$ cat src/rtl/calltrap_pkg.sv
package calltrap_pkg;
  typedef enum logic [2:0] {
    ST_IDLE   = 3'd0,
    ST_SAVE   = 3'd1,
    ST_GREG   = 3'd2,
    ST_LOAD   = 3'd3,
    ST_MODIFY = 3'd4,
    ST_DONE   = 3'd5
  } tstate_e;
endpackage

$ cat src/rtl/calltrap_vecsel.sv
module calltrap_vecsel #(
  parameter int AW        = 17,
  parameter int NUM_CALLS = 4,
  parameter logic [AW-1:0] CALL_BASE = 'h48,
  parameter logic [AW-1:0] PROG_VEC  = 'h47,
  localparam int KW = $clog2(NUM_CALLS)
) (
  input  logic          is_call,
  input  logic [KW-1:0] sel,
  output logic [AW-1:0] vec
);
  always_comb begin
    if (is_call) vec = CALL_BASE + AW'(sel);
    else         vec = PROG_VEC;
  end
endmodule

$ cat src/rtl/calltrap_seq.sv
module calltrap_seq
  import calltrap_pkg::*;
(
  input  logic clk,
  input  logic rst,
  input  logic start,
  output logic accept,
  output logic ld_cap,
  output logic mod_en,
  output logic save_stb,
  output logic greg_stb,
  output logic load_stb,
  output logic done
);
  tstate_e state, nxt;

  assign accept = (state == ST_IDLE) && start;
  assign ld_cap = (state == ST_LOAD);
  assign mod_en = (state == ST_MODIFY);

  always_comb begin
    unique case (state)
      ST_IDLE:   nxt = start ? ST_SAVE : ST_IDLE;
      ST_SAVE:   nxt = ST_GREG;
      ST_GREG:   nxt = ST_LOAD;
      ST_LOAD:   nxt = ST_MODIFY;
      ST_MODIFY: nxt = ST_DONE;
      default:   nxt = ST_IDLE;
    endcase
  end

  always_ff @(posedge clk) begin
    if (rst) begin
      state    <= ST_IDLE;
      save_stb <= 1'b0;
      greg_stb <= 1'b0;
      load_stb <= 1'b0;
      done     <= 1'b0;
    end else begin
      state    <= nxt;
      save_stb <= (nxt == ST_SAVE);
      greg_stb <= (nxt == ST_GREG);
      load_stb <= (nxt == ST_LOAD);
      done     <= (nxt == ST_DONE);
    end
  end
endmodule

$ cat src/rtl/calltrap_merge.sv
module calltrap_merge #(
  parameter int RW  = 4,
  parameter int PCW = 17
) (
  input  logic           clk,
  input  logic           rst,
  input  logic           ld_cap,
  input  logic           mod_en,
  input  logic [RW-1:0]  rfield,
  input  logic [RW-1:0]  mem_cc,
  input  logic [PCW-1:0] mem_pc,
  input  logic           mem_ai,
  output logic [RW-1:0]  new_cc,
  output logic [PCW-1:0] new_pc
);
  logic [RW-1:0]  ld_cc;
  logic [PCW-1:0] ld_pc;
  logic           ld_ai;

  always_ff @(posedge clk) begin
    if (rst) begin
      ld_cc  <= '0;
      ld_pc  <= '0;
      ld_ai  <= 1'b0;
      new_cc <= '0;
      new_pc <= '0;
    end else begin
      if (ld_cap) begin
        ld_cc <= mem_cc;
        ld_pc <= mem_pc;
        ld_ai <= mem_ai;
      end
      if (mod_en) begin
        new_cc <= ld_cc | rfield;
        new_pc <= ld_ai ? ld_pc + PCW'(rfield) : ld_pc;
      end
    end
  end
endmodule

$ cat src/rtl/calltrap_vec.sv
module calltrap_vec #(
  parameter int AW        = 17,
  parameter int PCW       = 17,
  parameter int RW        = 4,
  parameter int NUM_CALLS = 4,
  parameter logic [AW-1:0] CALL_BASE = 'h48,
  parameter logic [AW-1:0] PROG_VEC  = 'h47,
  localparam int KW = $clog2(NUM_CALLS)
) (
  input  logic           clk,
  input  logic           rst,
  input  logic           call_req,
  input  logic [KW-1:0]  call_sel,
  input  logic [RW-1:0]  call_r,
  input  logic           prog_req,
  input  logic [RW-1:0]  cur_cc,
  input  logic [PCW-1:0] cur_pc,
  input  logic [RW-1:0]  mem_cc,
  input  logic [PCW-1:0] mem_pc,
  input  logic           mem_ai,
  output logic [AW-1:0]  vec_addr,
  output logic           save_stb,
  output logic [RW-1:0]  saved_cc,
  output logic [PCW-1:0] saved_pc,
  output logic           greg_stb,
  output logic           load_stb,
  output logic [RW-1:0]  new_cc,
  output logic [PCW-1:0] new_pc,
  output logic           done
);
  logic          accept, ld_cap, mod_en;
  logic [AW-1:0] vec_sel;
  logic [RW-1:0] r_q;

  calltrap_vecsel #(
    .AW(AW), .NUM_CALLS(NUM_CALLS), .CALL_BASE(CALL_BASE), .PROG_VEC(PROG_VEC)
  ) u_vecsel (
    .is_call (call_req),
    .sel     (call_sel),
    .vec     (vec_sel)
  );

  calltrap_seq u_seq (
    .clk      (clk),
    .rst      (rst),
    .start    (call_req | prog_req),
    .accept   (accept),
    .ld_cap   (ld_cap),
    .mod_en   (mod_en),
    .save_stb (save_stb),
    .greg_stb (greg_stb),
    .load_stb (load_stb),
    .done     (done)
  );

  always_ff @(posedge clk) begin
    if (rst) begin
      vec_addr <= '0;
      saved_cc <= '0;
      saved_pc <= '0;
      r_q      <= '0;
    end else if (accept) begin
      vec_addr <= vec_sel;
      saved_cc <= cur_cc;
      saved_pc <= call_req ? cur_pc + PCW'(1) : cur_pc;
      r_q      <= call_req ? call_r : '0;
    end
  end

  calltrap_merge #(.RW(RW), .PCW(PCW)) u_merge (
    .clk    (clk),
    .rst    (rst),
    .ld_cap (ld_cap),
    .mod_en (mod_en),
    .rfield (r_q),
    .mem_cc (mem_cc),
    .mem_pc (mem_pc),
    .mem_ai (mem_ai),
    .new_cc (new_cc),
    .new_pc (new_pc)
  );
endmodule

$ cat config.mk
export PLATFORM = sky130hd
export DESIGN_NAME = calltrap_vec
export DESIGN_NICKNAME = d
export VERILOG_FILES = /design/src/rtl/calltrap_pkg.sv /design/src/rtl/calltrap_vecsel.sv /design/src/rtl/calltrap_seq.sv /design/src/rtl/calltrap_merge.sv /design/src/rtl/calltrap_vec.sv
export SDC_FILE = /design/constraint.sdc
export NUM_CORES = 1
export LEC_CHECK = 0
export ABC_CLOCK_PERIOD_IN_PS = 2500
export BUFFER_PORTS_ARGS = -buffer_cell sky130_fd_sc_hd__buf_4
export CAP_MARGIN = 5
export CORE_MARGIN = 3
export CORE_UTILIZATION = 30
export DETAILED_ROUTE_END_ITERATION = 6
export SETUP_SLACK_MARGIN = 0.02
export SLEW_MARGIN = 20
export SYNTH_ARGS = -nofsm -noshare
export SYNTH_HDL_FRONTEND = slang
export SYNTH_SLANG_ARGS = --single-unit
export TNS_END_PERCENT = 5
$ cat constraint.sdc
create_clock -name clk -period 2.5 [get_ports clk]
set_input_delay 0.625 -clock clk [delete_from_list [all_inputs] [get_ports clk]]
set_output_delay 0.625 -clock clk [all_outputs]
set_load 0.01 [all_outputs]
==> results of run 1 <==
final cells by class:
cell class,count,area share (%)
clock buffer,13,5.78
clock inverter,2,1.24
inverter,8,0.619
multi-input combinational,313,38.0
sequential,80,33.0
tap,143,3.69
timing repair buffer,111,17.7
routing by layer:
| metal | wire [um] | track usage (%) |
|---|---|---|
| met1 | 4450 | 18.8 |
| met2 | 4680 | 23.6 |
| met3 | 520 | 2.75 |
| met4 | 221 | 7.58 |
| met5 | 0 | 0 |
how the worst min path moves through the flow:
stage / startpoint / endpoint / cells after the start
4_1_cts: u_merge.ld_cc[2]$_SDFFE_PP0N_ / u_merge.ld_cc[2]$_SDFFE_PP0N_ / 2
3_3_place_gp: saved_cc[2]$_SDFFE_PP0N_ / saved_cc[2]$_SDFFE_PP0N_ / 2
6_report: u_merge.ld_cc[2]$_SDFFE_PP0N_ / u_merge.ld_cc[2]$_SDFFE_PP0N_ / 2
3_5_place_dp: u_merge.ld_cc[2]$_SDFFE_PP0N_ / u_merge.ld_cc[2]$_SDFFE_PP0N_ / 2
5_1_grt: vec_addr[3]$_SDFFE_PP0N_ / vec_addr[3]$_SDFFE_PP0N_ / 2
2_1_floorplan: u_merge.ld_pc[16]$_SDFFE_PP0N_ / u_merge.ld_pc[16]$_SDFFE_PP0N_ / 2
sequential cells by signal (all words and copies together) (netlist names), 3 cells and up:
register        cells
u_merge.ld_cc       4
vec_addr            5
r_q                 4
saved_cc            4
u_merge.ld_pc      17
u_seq.state         3
u_merge.new_pc     17
saved_pc           17
u_merge.new_cc      4
worst max-delay path, cell delays in order, from the launching register on:
cell and delay, ps:
dfxtp_1 320, ha_1 220, fa_1 430, a211oi_2 520, nor3_1 150, a31o_2 250, a31oi_1 160
layout by cell type, fill, tap and decap left out, types with 2 or more instances in the layout:
| cell | instances |
|---|---|
| buf_4 | 109 |
| dfxtp_1 | 80 |
| nand2_1 | 67 |
| a21oi_1 | 37 |
| nor2_1 | 30 |
| o21ai_0 | 20 |
| a211oi_1 | 19 |
| nor3_1 | 18 |
| xnor2_1 | 14 |
| nand3_1 | 13 |
| conb_1 | 12 |
| clkbuf_16 | 9 |
| inv_1 | 8 |
| a31oi_1 | 8 |
| or3_1 | 7 |
| and4_1 | 6 |
| nor4_1 | 5 |
| nand4_1 | 5 |
| ha_1 | 5 |
| mux2i_1 | 4 |
| clkbuf_8 | 4 |
| and3_1 | 3 |
| a311oi_1 | 3 |
| xor2_1 | 3 |
| nor4b_1 | 3 |
| or4_1 | 3 |
| o31ai_1 | 3 |
| nand4_2 | 2 |
| bufinv_16 | 2 |
| buf_12 | 2 |
cells by family (layout without fill, tap and decap cells):
family | count (synthesis) | after routing | share of synthesized area [%]
AOI/OAI and AO/OA | 101 | 101 | 17.4
adders and majority gates | 6 | 6 | 2.27
and+or+nand+nor | 173 | 173 | 24.0
muxes | 4 | 4 | 1.10
DFF | 80 | 80 | 43.9
other | 1 | 12 | 0.103
xor gates and xnor gates | 17 | 17 | 4.09
buffers and inverters | 49 | 134 | 7.07
power by group:
group | total [W] | switching [W] | internal, W
clock network | 0.00146 | 0.000483 | 0.000977
logic | 0.000542 | 0.000282 | 0.000260
registers | 0.00145 | 0.0000778 | 0.00138
per-stage QoR:
stage | utilization, % | hold slack (ps)
final | 41.6 | 456
after global routing | 41.6 | 478
after CTS | 41.6 | 459
after detailed placement | 38.7 | 451
after global placement | 38.7 | 446
after floorplan | - | 436
==> impl_metrics.csv, run 1 <==
group,metric,value,unit
status,status,"finished clean",
synthesis,synth-seq-area-share,43.9,%
layout,antenna_cells,0,
worst_setup_path,r2r_slack,360,ps
pwr,p_leak,1.92,nW
worst_setup_path,crit_path_max_fanout,7,
placed_design,dp_slack,384,ps
timing,rsz0062_at_grt,"false",
clocking,numCtsBuffers,9,
synthesis,syn_inst,431,
worst_setup_path,critical_path_class,"reg -> reg",
clocking,ctsHoldBuffers,0,
die,die_width,116,um
global_routing,first_global_vias,3130,
detailed_routing,drc,0,
detailed_routing,ant_nets,0,
synthesis,syn_area,3640,um2
detailed_routing,vias_per_cell,4.97,
worst_setup_path,crit_end,"u_merge.new_pc[16]$_SDFFE_PP0N_",
clocking,cts_tree,"done",
worst_setup_path,crit_path_start,"r_q[0]$_SDFFE_PP0N_",
worst_setup_path,r2r-start,"r_q[0]$_SDFFE_PP0N_",
synthesis,ys_async_sr_fraction,0,%
synthesis,yosysUniqueCellTypes,53,
clocking,htree_levels,3,
detailed_routing,drt-total-wl,9870,um
synthesis,ys_seq_elements,80,
detailed_routing,wl_per_cell,14.7,um
synthesis,yosysMostFrequentCell,"dfxtp_1",
pwr,p_total,0.00346,W
die,dieArea,13500,um2
placed_design,dpl.hpwl,6930,um
die,io_pins,116,
worst_setup_path,startpoint_type,"flip-flop",
global_routing,grt_overflow,0,
global_routing,antenna_found_initial,0,
timing,finalHoldViolCount,0,
synthesis,synth_ff_type,"dfxtp_1",
clocking,post-cts-setup-buffers,0,
run,cap_viol_max_count,0,
detailed_routing,drtPass1Iterations,4,
clocking,clockBufferDepth,2,
timing,finalSetupViolations,0,
synthesis,yosysWarningCount,0,
worst_setup_path,arrival,2400,ps
timing,max_slew.worst_pin.slew,609,ps
die,die_h,116,um
layout,syn_to_final_growth,33.1,%
timing,slew_headroom,59.4,%
timing,fmax,0.467,GHz
layout,fin_nets,582,
placed_design,post-place-cells,655,
layout,fin_area,4850,um2
worst_setup_path,required,2760,ps
worst_setup_path,rr_worst_depth,6,
synthesis,synth_area_leader_cell,"dfxtp_1",
global_routing,grt_pass1_wl,15600,um
global_routing,grt_max_degree,50,
clocking,clk-insertion-delay-late,330,ps
synthesis,synth_edf_count,0,
pwr,max-vdd-ir-drop,0.261,mV
timing,skew,4.65,ps
die,row_count,39,
worst_setup_path,r2r-end,"u_merge.new_pc[16]$_SDFFE_PP0N_",
detailed_routing,num_vias,3329,
layout,layout.cells.non_filler,670,
placed_design,place.gp.congestion,0.758,
clocking,ctsResizeCount,0,
timing,slew_violations,0,
synthesis,ys_top_cells_by_area,"dfxtp_1 44%, nand2_1 6.9%, a21oi_1 5.1%, a211oi_1 3.9%, xnor2_1 3.4%",
clocking,cts.sinks,80,
synthesis,syn_area_per_cell,8.46,um2
worst_setup_path,end_kind,"flip-flop",
layout,ff_latch_area,1600,um2
synthesis,synth_top_area_share,43.9,%
timing,setup_slack,360,ps
layout,fillers,1173,
timing,fin_crit,2140,ps
layout,final_layout_size_suffix_gt1_share,26.2,%
timing,timing.setup.tns,0,ps
layout,multi_input_area,1840,um2
pwr,powerDensity,712,nW/um2
timing,fin_crit_sh,85.6,%
min_path,hold_class,"reg -> reg",
placed_design,portBuffers,103,
clocking,cts_root_buf,"clkbuf_16",
synthesis,synth_commonest_cells,"80 x dfxtp_1, 67 x nand2_1, 37 x a21oi_1",
die,core,11700,um2
clocking,clk_pin_slew,60,ps
global_routing,grt_usage,14.7,%
die,initial_utilization,31.3,%
detailed_routing,drt_iter0_drc,190,
placed_design,dpl_cell_area,4510,um2
(Power assumes the default switching activity.)
==> run 2: changes to the inputs <==
CORE_ASPECT_RATIO = 0.5   (was not set)
==> impl_metrics.csv, run 2 (synthesis gave the netlist of run 1 again) <==
group,metric,value,unit
status,status,"finished clean",
pwr,internal-power,0.00244,W
die,io_pins,116,
layout,mostFrequentLayoutCells,"112 x buf_4, 80 x dfxtp_1, 67 x nand2_1",
timing,slew_violations,0,
worst_setup_path,arrival,2360,ps
worst_setup_path,rr_worst_depth,6,
detailed_routing,drt-total-wl,9320,um
run,cap_viol_max_count,0,
die,dieArea,13600,um2
timing,finalHoldViolCount,0,
timing,timing.setup.tns,0,ps
pwr,powerDensity,687,nW/um2
layout,fin_nets,584,
placed_design,dpl.hpwl,6680,um
worst_setup_path,crit_path_max_fanout,7,
global_routing,grt_usage,13.8,%
clocking,clk_pin_slew,60,ps
pwr,switching_power,0.000887,W
clocking,ctsResizeCount,0,
layout,antenna_cells,0,
global_routing,antenna_found_initial,0,
timing,fin_crit_sh,83.7,%
die,die_width,162,um
clocking,cts_tree,"done",
worst_setup_path,critical_path_class,"reg -> reg",
placed_design,post-place-cells,673,
die,initial_utilization,31.9,%
layout,final_layout_size_suffix_gt1_share,26.6,%
min_path,holdPathEnd,"u_merge.new_pc[2]$_SDFFE_PP0N_",
detailed_routing,drc,0,
global_routing,grt_pass1_wl,15300,um
clocking,clk-insertion-delay-late,340,ps
pwr,swShare,26.7,%
clocking,htree_levels,3,
placed_design,place.gp.congestion,0.774,
timing,skew,7.37,ps
timing,max_slew.worst_pin.slew,587,ps
layout,layout.cells.non_filler,689,
worst_setup_path,r2r-end,"u_merge.new_pc[16]$_SDFFE_PP0N_",
pwr,max-vdd-ir-drop,0.293,mV
worst_setup_path,r2r-start,"r_q[0]$_SDFFE_PP0N_",
timing,finalSetupViolations,0,
worst_setup_path,required,2760,ps
timing,slew_headroom,60.8,%
detailed_routing,wl_per_cell,13.5,um
pwr,seqPwrFrac,43.6,%
layout,fillers,1177,
min_path,hp-start,"u_merge.new_pc[2]$_SDFFE_PP0N_",
global_routing,grt_max_degree,50,
pwr,p_clk_share,40.2,%
timing,rsz0062_at_grt,"false",
layout,top_regs,"saved_pc: 17 flops, u_merge.ld_pc: 17 flops, u_merge.new_pc: 17 flops",
min_path,min_path_cells,2,
layout,syn_to_final_growth,32.8,%
detailed_routing,drt_iter0_drc,165,
clocking,clockBufferDepth,2,
detailed_routing,num_vias,3272,
clocking,cts_root_buf,"clkbuf_16",
die,die_h,83.9,um
die,core,11400,um2
clocking,numCtsBuffers,9,
detailed_routing,vias_per_cell,4.75,
clocking,cts.sinks,80,
layout,final_common_cell,"buf_4",
min_path,hold_class,"reg -> reg",
worst_setup_path,r2r_slack,410,ps
clocking,ctsHoldBuffers,0,
clocking,post-cts-setup-buffers,0,
timing,fmax,0.478,GHz
worst_setup_path,startpoint_type,"flip-flop",
global_routing,first_global_vias,3101,
global_routing,grt_overflow,0,
die,row_count,27,
worst_setup_path,end_kind,"flip-flop",
pwr,pwr-share-comb,16.1,%
pwr,p_leak,1.91,nW
detailed_routing,ant_nets,0,
detailed_routing,drtPass1Iterations,4,
timing,fin_crit,2090,ps
placed_design,portBuffers,103,
==> run 2: power groups by stage <==
stage	combinational (W)	sequential [W]	clock [W]
after floorplan	0.000278	0.00149	0
after global placement	0.000538	0.00148	0
after detailed placement	0.000543	0.00148	0
after CTS	0.000544	0.00145	0.00137
after global routing	0.000592	0.00147	0.00143
final	0.000536	0.00145	0.00134
==> run 2: how the worst max path moves through the flow <==
stage	depth (start not counted)	startpoint	to	slack, ps
after floorplan	6	r_q[0]$_SDFFE_PP0N_	u_merge.new_pc[16]$_SDFFE_PP0N_	640
after global placement	6	r_q[0]$_SDFFE_PP0N_	u_merge.new_pc[16]$_SDFFE_PP0N_	430
after detailed placement	6	r_q[0]$_SDFFE_PP0N_	u_merge.new_pc[16]$_SDFFE_PP0N_	440
after CTS	6	r_q[0]$_SDFFE_PP0N_	u_merge.new_pc[16]$_SDFFE_PP0N_	420
after global routing	6	r_q[0]$_SDFFE_PP0N_	u_merge.new_pc[16]$_SDFFE_PP0N_	290
final	6	r_q[0]$_SDFFE_PP0N_	u_merge.new_pc[16]$_SDFFE_PP0N_	410
==> run 2: area by class of cell <==
cell class	instances	area (um2)	area share, %
clock inverters	6	68.8	1.42
repair buffers	113	861	17.8
multi-input cells	313	1840	38.0
well taps	159	199	4.11
inverters	8	30.0	0.620
clock buffers	10	239	4.94
flip-flops and latches	80	1600	33.1
==> run 2: critical path: stages, from the launching register on <==
cell and delay (ps):
dfxtp_1 330, ha_1 230, fa_1 420, a211oi_2 500, nor3_1 140, a31o_2 260
a31oi_1 150
==> run 2: metrics by stage <==
step           total power, W  util, %  cell area [um2]  hold slack [ps]  worst slack (ps)
2_1_floorplan         0.00177        -             3690              436               640
3_3_place_gp          0.00202     39.7             4530              444               432
3_5_place_dp          0.00202     39.7             4530              447               442
4_1_cts               0.00337     42.4             4840              455               422
5_1_grt               0.00349     42.4             4840              478               285
6_report              0.00333     42.4             4840              457               407
==> run 2: routing by layer <==
layer  vias to the layer above  global-route usage (%)  share of wire (%)
met5                         -                       0                  0
met4                         0                    4.57                1.3
met3                        10                    4.16                5.8
met2                        80                    21.5                 44
met1                      1470                    18.1                 49
li1                       1712                       -                  -
